===== src/rtl/dma_stat_pkg.sv =====
// Package: bit positions, field masks and the pending rule shared by the
// status aggregator. Assumes a 32-bit status word per channel.
package dma_stat_pkg;

    localparam int STAT_W = 32;

    localparam int B_BUSERR  = 0;
    localparam int B_START   = 1;
    localparam int B_DONE    = 2;
    localparam int B_STOP    = 3;
    localparam int B_RAS     = 4;
    localparam int B_REQ     = 8;
    localparam int B_EOR     = 9;
    localparam int B_CMP     = 10;
    localparam int B_MASKRUN = 22;
    localparam int B_RASIE   = 23;
    localparam int B_CMPCLR  = 24;
    localparam int B_CMPSET  = 25;
    localparam int B_EORSTOP = 26;
    localparam int B_EORJMP  = 27;
    localparam int B_EORIE   = 28;
    localparam int B_STOPIE  = 29;
    localparam int B_NODESC  = 30;
    localparam int B_RUN     = 31;

    // Event bits kept across a write (bit 8 is never stored)
    localparam logic [STAT_W-1:0] KEEP_MASK = 32'h0000_061F;
    // Control bits loaded straight from the written value
    localparam logic [STAT_W-1:0] LOAD_MASK = 32'hFC80_0000;
    // Event bits cleared by writing a one
    localparam logic [STAT_W-1:0] W1C_MASK  = 32'h0000_0207;
    // Reset value: stop flag only
    localparam logic [STAT_W-1:0] RST_VAL   = 32'h0000_0008;

    typedef struct packed {
        logic buserr;
        logic start;
        logic done;
        logic stop;
    } eng_evt_t;

    // Pending rule: gated stop/eor/ras, ungated start/done, bus error excluded
    function automatic logic chan_pending(logic [STAT_W-1:0] s);
        return s[B_START] | s[B_DONE]
             | (s[B_STOP] & s[B_STOPIE])
             | (s[B_EOR]  & s[B_EORIE])
             | (s[B_RAS]  & s[B_RASIE]);
    endfunction

endpackage


===== src/rtl/dma_chan_csr.sv =====
// Module: one channel's status word. Merges a software write with same-cycle
// hardware events, hardware sets taking priority. Assumes evt pulses are one
// cycle wide and req_in is synchronous to clk.
module dma_chan_csr
    import dma_stat_pkg::*;
(
    input  logic              clk,
    input  logic              rst_n,
    input  logic              wr_hit,
    input  logic [STAT_W-1:0] wr_data,
    input  eng_evt_t          evt,
    input  logic              req_in,
    output logic [STAT_W-1:0] csr_o,
    output logic              pend_o
);

    logic [STAT_W-1:0] csr_q;
    logic [STAT_W-1:0] sw_val;
    logic [STAT_W-1:0] nxt_val;
    logic              req_q;
    logic              req_rise;
    logic              req_fall;

    assign req_rise = req_in & ~req_q;
    assign req_fall = ~req_in & req_q;

    // Software write effect on the stored word
    always_comb begin
        sw_val = csr_q;
        if (wr_hit) begin
            sw_val = (csr_q & KEEP_MASK & ~(wr_data & W1C_MASK))
                   | (wr_data & LOAD_MASK);
            if (wr_data[B_RUN])
                sw_val[B_STOP] = 1'b0;
            else if (!wr_data[B_MASKRUN])
                sw_val[B_STOP] = 1'b1;
            if (wr_data[B_CMPCLR])
                sw_val[B_CMP] = 1'b0;
            if (wr_data[B_CMPSET])
                sw_val[B_CMP] = 1'b1;
        end
    end

    // Hardware events applied on top of the software result
    always_comb begin
        nxt_val = sw_val;
        nxt_val[B_BUSERR] = sw_val[B_BUSERR] | evt.buserr;
        nxt_val[B_START]  = sw_val[B_START]  | evt.start;
        nxt_val[B_DONE]   = sw_val[B_DONE]   | evt.done;
        nxt_val[B_STOP]   = sw_val[B_STOP]   | evt.stop;
        if (req_rise)
            nxt_val[B_RAS] = 1'b1;
        if (req_fall) begin
            nxt_val[B_RAS] = 1'b0;
            nxt_val[B_EOR] = 1'b1;
        end
    end

    // Status register and request history
    always_ff @(posedge clk) begin
        if (!rst_n) begin
            csr_q <= RST_VAL;
            req_q <= 1'b0;
        end else begin
            csr_q <= nxt_val;
            req_q <= req_in;
        end
    end

    assign csr_o  = csr_q;
    assign pend_o = chan_pending(csr_q);

    a_r1_reset_value: assert property (@(posedge clk) disable iff (!rst_n)
        $rose(rst_n) |-> csr_q == RST_VAL);
    a_r6_hw_end_wins: assert property (@(posedge clk) disable iff (!rst_n)
        evt.done |=> csr_q[B_DONE]);
    a_r2_w1c_end: assert property (@(posedge clk) disable iff (!rst_n)
        (wr_hit && wr_data[B_DONE] && !evt.done) |=> !csr_q[B_DONE]);
    a_r4_cmp_set: assert property (@(posedge clk) disable iff (!rst_n)
        (wr_hit && wr_data[B_CMPSET]) |=> csr_q[B_CMP]);
    a_r5_stop_forced: assert property (@(posedge clk) disable iff (!rst_n)
        (wr_hit && !wr_data[B_RUN] && !wr_data[B_MASKRUN]) |=> csr_q[B_STOP]);
    a_r3_run_loaded: assert property (@(posedge clk) disable iff (!rst_n)
        wr_hit |=> csr_q[B_RUN] == $past(wr_data[B_RUN]));
    a_r3_maskrun_zero: assert property (@(posedge clk) disable iff (!rst_n)
        !csr_q[B_MASKRUN] && !csr_q[B_REQ]);
    a_r7_fall_sets_eor: assert property (@(posedge clk) disable iff (!rst_n)
        (!req_in && req_q) |=> (csr_q[B_EOR] && !csr_q[B_RAS]));

endmodule


===== src/rtl/dma_irq_merge.sv =====
// Module: registers each channel's pending bit into the summary vector and
// ORs it into one interrupt level. Assumes pend_i is from registered state.
module dma_irq_merge #(
    parameter int NUM_CH = 8
) (
    input  logic              clk,
    input  logic              rst_n,
    input  logic [NUM_CH-1:0] pend_i,
    output logic [NUM_CH-1:0] summary_o,
    output logic              irq_o
);

    // Summary and interrupt registers
    always_ff @(posedge clk) begin
        if (!rst_n) begin
            summary_o <= '0;
            irq_o     <= 1'b0;
        end else begin
            summary_o <= pend_i;
            irq_o     <= |pend_i;
        end
    end

    a_r8_irq_consistent: assert property (@(posedge clk) disable iff (!rst_n)
        irq_o == (summary_o != '0));

endmodule


===== src/rtl/dma_csr_rdmux.sv =====
// Module: selects one channel's stored word for readback and inserts the live
// request level at bit 8. Out-of-range channels read as zero.
module dma_csr_rdmux
    import dma_stat_pkg::*;
#(
    parameter int NUM_CH = 8,
    parameter int CH_W   = 3
) (
    input  logic [NUM_CH-1:0][STAT_W-1:0] csr_all,
    input  logic [NUM_CH-1:0]             req_level,
    input  logic [CH_W-1:0]               rd_ch,
    output logic [STAT_W-1:0]             rd_data
);

    // Read selection with live request-pending bit
    always_comb begin
        rd_data = '0;
        if (int'(rd_ch) < NUM_CH) begin
            rd_data        = csr_all[rd_ch];
            rd_data[B_REQ] = req_level[rd_ch];
        end
    end

endmodule


===== src/rtl/dma_stat_irq.sv =====
// Module: top of the status/interrupt aggregator. Replicates one status word
// per channel, exposes run/stop bits, the pending summary and one interrupt.
// Assumes a single write per cycle and event inputs synchronous to clk.
module dma_stat_irq
    import dma_stat_pkg::*;
#(
    parameter int NUM_CH = 8,
    localparam int CH_W  = (NUM_CH > 1) ? $clog2(NUM_CH) : 1
) (
    input  logic              clk,
    input  logic              rst_n,
    input  logic              wr_en,
    input  logic [CH_W-1:0]   wr_ch,
    input  logic [31:0]       wr_data,
    input  logic [CH_W-1:0]   rd_ch,
    output logic [31:0]       rd_data,
    input  logic [NUM_CH-1:0] evt_buserr,
    input  logic [NUM_CH-1:0] evt_start,
    input  logic [NUM_CH-1:0] evt_end,
    input  logic [NUM_CH-1:0] evt_stop,
    input  logic [NUM_CH-1:0] req_level,
    output logic [NUM_CH-1:0] run_o,
    output logic [NUM_CH-1:0] stop_o,
    output logic [NUM_CH-1:0] int_summary,
    output logic              irq
);

    logic [NUM_CH-1:0][STAT_W-1:0] csr_all;
    logic [NUM_CH-1:0]             pend;

    for (genvar i = 0; i < NUM_CH; i++) begin : g_ch
        eng_evt_t ev;
        logic     hit;

        assign ev.buserr = evt_buserr[i];
        assign ev.start  = evt_start[i];
        assign ev.done   = evt_end[i];
        assign ev.stop   = evt_stop[i];
        assign hit       = wr_en && (wr_ch == CH_W'(i));

        dma_chan_csr u_csr (
            .clk     (clk),
            .rst_n   (rst_n),
            .wr_hit  (hit),
            .wr_data (wr_data),
            .evt     (ev),
            .req_in  (req_level[i]),
            .csr_o   (csr_all[i]),
            .pend_o  (pend[i])
        );

        assign run_o[i]  = csr_all[i][B_RUN];
        assign stop_o[i] = csr_all[i][B_STOP];

        a_r8_end_raises_irq: assert property (@(posedge clk) disable iff (!rst_n)
            csr_all[i][B_DONE] |=> irq && int_summary[i]);
        a_r8_buserr_quiet: assert property (@(posedge clk) disable iff (!rst_n)
            (!csr_all[i][B_START] && !csr_all[i][B_DONE] && !csr_all[i][B_STOP]
             && !csr_all[i][B_EOR] && !csr_all[i][B_RAS]) |=> !int_summary[i]);
    end

    dma_irq_merge #(.NUM_CH(NUM_CH)) u_merge (
        .clk       (clk),
        .rst_n     (rst_n),
        .pend_i    (pend),
        .summary_o (int_summary),
        .irq_o     (irq)
    );

    dma_csr_rdmux #(.NUM_CH(NUM_CH), .CH_W(CH_W)) u_rd (
        .csr_all   (csr_all),
        .req_level (req_level),
        .rd_ch     (rd_ch),
        .rd_data   (rd_data)
    );

endmodule


===== config.mk =====
export PLATFORM = sky130hd
export DESIGN_NAME = dma_stat_irq
export DESIGN_NICKNAME = d
export VERILOG_FILES = /design/src/rtl/dma_stat_pkg.sv /design/src/rtl/dma_chan_csr.sv /design/src/rtl/dma_irq_merge.sv /design/src/rtl/dma_csr_rdmux.sv /design/src/rtl/dma_stat_irq.sv
export SDC_FILE = /design/constraint.sdc
export NUM_CORES = 1
export LEC_CHECK = 0
export CAP_MARGIN = 30
export CORE_MARGIN = 4
export CORE_UTILIZATION = 50
export CTS_CLUSTER_DIAMETER = 100
export DETAILED_ROUTE_END_ITERATION = 12
export MAX_ROUTING_LAYER = met4
export PLACE_DENSITY = 0.8
export SLEW_MARGIN = 15
export SYNTH_ARGS = -nofsm -noshare
export SYNTH_HDL_FRONTEND = slang
export SYNTH_SLANG_ARGS = --single-unit

===== constraint.sdc =====
create_clock -name clk -period 1.79 [get_ports clk]
set_input_delay 0.358 -clock clk [delete_from_list [all_inputs] [get_ports clk]]
set_output_delay 0.358 -clock clk [all_outputs]
set_load 0.005 [all_outputs]

# --- Word-level counts from Yosys, hierarchy flattened ---
# Index checks and enable logic that the tools add are counted.
totals:
  n_memories: 0
  ram_bits: 0
  output_inout_bits: 57
  latch_bits: 0
  rom_bits: 0
  word_cells: 282
  in_bits: 81
  ff_bits: 273
classes:
  bitwise: 138
  n_addsub: 0
  eq_ne: 7
  n_lt_le_gt_ge: 1
  n_div: 0
  n_mux: 60
  mul: 0
  reduce_logical: 34
  shift: 0
op_table:
  columns: ["operator", "n"]
  rows:
  - ["AND 11 x 32 -> 32 bit", 8]
  - ["bitwise OR 32 bit", 8]
  - ["binary-select mux 32 bit (select 3 bit)", 1]
  - ["two-way mux 10 bit", 8]
  - ["bitwise OR 1 bit", 64]
  - ["two-way mux 1 bit", 49]
  - ["AND 1 bit", 40]
  - ["two-way mux 32 bit", 1]
  - ["NOT 10 -> 32 bit", 1]
  - ["nonzero test 2 bit", 16]
  - ["NOT 1 bit", 17]
  - ["OR reduction 2 bit", 8]
  - ["== test 3 bit (second input constant)", 4]
  - ["logical AND 1 bit", 8]
  - ["OR reduction 8 bit", 1]
  - ["== test 3 x 2 -> 1 bit (second input constant)", 2]
  - ["< comparator 3 x 4 -> 1 bit (second input constant)", 1]
  - ["binary-select mux 1 bit (select 3 bit)", 1]
  - ["== test 3 x 1 -> 1 bit (second input constant)", 1]
  - ["zero test 3 bit", 1]

# --- Logic depth before layout (Yosys ltp) ---
logic_depth:
  word_depth: 7
  depth_mapped: 5
  depth_no_buf: 3

# --- Cells and area by module ---
# Synthesis repeated with hierarchy kept, for this count alone.
unflattened:
  cells_unflattened: 750
  area_unflattened_um2: 8159.1
by_module_without_submodules:
  columns: ["mod", "instances", "cells_per_inst", "area_each_um2", "seq_area_each_um2"]
  rows:
  - ["dma_chan_csr", 8, 76, 715.7, 300.3]
  - ["dma_csr_rdmux", 1, 114, 2073.2, 0.0]
  - ["dma_irq_merge", 1, 20, 264.0, 180.2]
  - ["dma_stat_irq", 1, 8, 96.3, 0.0]

# --- Worst setup path after synthesis ---
# Ideal clock, no wire load.
synth_timing:
  path_type: "in2out"
  startpoint: "input rd_ch[2]"
  endpoint: "output rd_data[0]"
  path_buffers: 2
  required_ns: 1.432
  arrival_ns: 1.305
  stages: 3
  slack_ns: 0.127
  path_cell_list: "buf_1 -> clkbuf_1 -> mux2_2"
synth_via:
  elab_chain_cells: 2
synth_lines:
  columns: ["element", "line_no", "text"]
  rows:
  - ["start, declared", "dma_stat_irq.sv:15", "input logic [CH_W-1:0] rd_ch,"]
  - ["binary-select mux 32 bit (select 3 bit)", "dma_csr_rdmux.sv:19", "rd_data = csr_all[rd_ch];"]
  - ["two-way mux 32 bit (implied by the code)", "dma_csr_rdmux.sv:19", null]
  - ["end, declared", "dma_stat_irq.sv:16", "output logic [31:0] rd_data,"]
# Every way passes these cells. The select of a mux whose other input is x is not followed.

# --- Worst setup path after layout ---
layout_timing:
  startpoint: "input rd_ch[0]"
  endpoint: "output rd_data[28]"
# Same word-level chain as after synthesis.

==> run summary <==
====================================================================================
Worst-case vdd ir drop                                                       1200 µV
Worst Hold Endpoint                                                     g_ch[6].u_csr.req_q$_SDFF_PN0_
DRC violations left                                                                0
Worst-path clk slew                                                          0.05 ns
Number of register bits inferred by synthesis                                    129
CTS tree                                                                       built
First-pass GRT wire length                                                   32.7 mm
Share of the cycle needed by the critical path after routing                    112%
Syn_area_per_cell                                                           9.81 µm²
Count of final max-slew check failures                                             0
Placer's final routability congestion estimate                                 0.942
Overall global routing resource usage                                          31.0%
Sum of overflow across all layers after global routing                             0
Critical Path AT                                                             1.65 ns
Unrepaired setup endpoints after global routing                                  yes
Proportion of synthesized chip area in sequential cells                        42.8%
Net switching fraction of the power                                            24.6%
Routed vias                                                                     5866
Area enclosed by the die boundary                                         0.0139 mm²
Sequential Power Share                                                         40.8%
Fmax                                                                         498 MHz
Post-synthesis cell type count                                                    36
Residual antenna-violating net count after detailed routing                        0
Post-synth ARST share                                                             0%
Post-detail-place hpwl                                                       14.4 mm
Clock Power Share                                                              45.2%
Most used standard cells in the synthesized netlist                     129 x dfxtp_1, 120 x nand2_1, 88 x a21oi_1
Crit-path max FO                                                                   6
Worst hold path type                                                          in2reg
Result of the run                                                       complete, but fails checks
Ranking of synthesized cells by area                                    dfxtp_1 43%, mux4_1 10%, nand2_1 7.5%
Final core area utilization                                                    74.7%
Floorplan core area                                                       0.0116 mm²
Largest net degree at the start of global routing                                 58
H-Tree Depth                                                                       4
Buffer type at the clock tree root                                         clkbuf_16
Post-layout net count                                                            906
Placed Area                                                              0.00794 mm²
Insertion delay of the later-clocked pin in the worst-skew pair              0.42 ns
Final clock skew                                                          0.00660 ns
Critical Path RT                                                             1.43 ns
Violations in the final reports                                         setup timing
Number of failing hold endpoints at the final stage                                0
Element type at the critical path end                                     output pin
Area growth syn-to-layout                                                      43.8%
Critical path launch point                                                  rd_ch[0]
# rows                                                                            39
Total iterations of the first detailed-routing run                                 7
Total Wirelength                                                             21.1 mm
Power spent charging and discharging nets                                    1.85 mW
Number of buffers on the longest clock path                                        2
Post-placement setup slack                                                  -1.05 ns
Area share of the largest cell type after synthesis                            42.8%
Multi-input logic area                                                   0.00295 mm²
Crit Path Class                                                               in2out
Slowest cell on crit path                                                     mux4_2
Routed wirelength normalized by instance count                               21.5 µm
Cell with the most instances after synthesis                                 dfxtp_1
Cell Chain, Critical Path                                               buf_12 -> buf_16 -> buf_8 -> mux4_2 -> mux2_4 -> buf_6
Post-Synthesis Cell Area                                                 0.00604 mm²
Die width                                                                     118 µm
Number of antenna violations at the first check in global routing                  0
Crit path largest cell delay                                                 0.50 ns
Leading area contributor after synthesis                                     dfxtp_1
Source of the worst hold timing path                                    req_level[6]
Power Dens Cells                                                          866 mW/mm²
Number of buffers added by the clock tree synthesis step                          17
Part of the power in combinational logic                                       14.0%
Min Tclk post-route                                                          2.01 ns
Initial core utilization                                                       52.0%
Sinks on Clock Net                                                               129
Number of buffers inserted for hold repair after clock tree synthesis              0
Number of global-route vias before repair                                       6061
I/O pin total                                                                    138
Most instantiated flip-flop cell in the synthesis netlist                    dfxtp_1
Least setup slack across all paths after layout                            -0.218 ns
Final non-filler cell area                                               0.00868 mm²
End of the worst register-to-register path                              u_merge.irq_o$_SDFF_PN0_
Leakage power of the design                                                  3.46 nW
Reg-to-reg slack, setup                                                      0.12 ns
Setup-violating endpoint count in the final report                                15
Gate count of the mapped netlist                                                 615
CP Launch Type                                                          primary input
Post-route worst hold slack                                                 0.419 ns
Fraction of layout cells with a size suffix above 1                            34.4%
MaxCap Viol Count                                                                  0
Number of antenna cells inserted                                                   0
Hold Path Cell Cnt                                                                 3
# fillers                                                                        776
Worst-case reg-to-reg path depth                                                   5
Power Internal                                                               5.67 mW
Synthesis Warnings                                                                 0
Sequential cell area                                                     0.00262 mm²
Number of enable-type register cells in the synthesized netlist                    0
Ratio of routed vias to standard cells                                          5.98
Count of buffers inserted at the top-level ports                                 102
Critical register-to-register path startpoint                           g_ch[3].u_csr.csr_o[2]$_SDFF_PN0_
DRT iter0 DRCs                                                                   611
Overall die height                                                            118 µm
====================================================================================
-- routing by layer --
metal / GRT usage (%) / wire length, µm / share of wire (%) / up-vias
met1: 35.4 / 7610 / 36 / 2760
met4: 15.5 / 1070 / 5.0 / 0
met5: - / 0 / 0 / -
li1: - / - / - / 2562
met2: 50.2 / 10100 / 48 / 433
met3: 8.60 / 2330 / 11 / 111
-- repair_timing --
| item | CTS | global route |
|---|---|---|
| gates cloned | 2 | 0 |
| gates resized for setup | 165 | 12 |
| endpoints found under the setup margin | 16 | 17 |
| pin swaps | 0 | 0 |
| setup buffers | 8 | 0 |
-- state kept, by name (all words and copies together) (netlist names) --
signal             cells
g_ch.u_csr.req_q       8
g_ch.u_csr.csr_o     112
u_merge.summary_o      8
u_merge.irq_o          1
-- power by group through the flow --
stage	registers [mW]	clock network, mW	logic, mW
after floorplan	3.10	0	0.457
after global placement	3.11	0	0.924
after detailed placement	3.12	0	0.948
after CTS	3.07	3.39	1.03
after global routing	3.08	3.54	1.11
final	3.07	3.40	1.05
-- worst max-delay path, delay by kind of cell --
family	cells	cell delay, ns
buf+inv	4	0.49
mux	2	0.80
-- layout make-up --
type                       instances  share of cell area [%]
clock buffer                      19                    5.10
clock inverter                    13                    1.60
inverter                           3                   0.130
multi-input combinational        419                    34.0
sequential                       129                    30.2
tap                              143                    2.06
timing repair buffer             255                    26.9
-- placed cells by master, fill, tap and decap left out, drive strengths merged, types with 17 or more instances in the layout --
master,instances
nand2,120
conb,17
clkdlybuf4s50,76
buf,170
a21boi,24
dfxtp,129
mux4,30
a21oi,88
clkbuf,19
o21a,24
-- logic make-up after synthesis --
kind of cell,Yosys count,share of synthesized area [%]
buffers and inverters,83,8.75
AND/OR/NAND/NOR,172,14.1
AO/OA/AOI/OAI,185,18.9
multiplexers,45,15.4
flip-flops,129,42.8
other,1,0.0621
-- through the flow --
step | cells | power, mW | setup TNS, ns
2_1_floorplan | 631 | 3.56 | 0
3_3_place_gp | 939 | 4.04 | -17.58
3_5_place_dp | 939 | 4.07 | -21.17
4_1_cts | 981 | 7.49 | -2.57
5_1_grt | 981 | 7.73 | -3.02
6_report | 981 | 7.52 | -2.63
-- worst max path at each step --
stage,slack [ns],to,cells after the start
3_3_place_gp,-0.99,rd_data[28],5
6_report,-0.22,rd_data[28],6
4_1_cts,-0.20,rd_data[28],6
3_5_place_dp,-1.05,rd_data[28],5
2_1_floorplan,0.13,rd_data[0],3
5_1_grt,-0.23,rd_data[28],6
(Power assumes the default switching activity.)
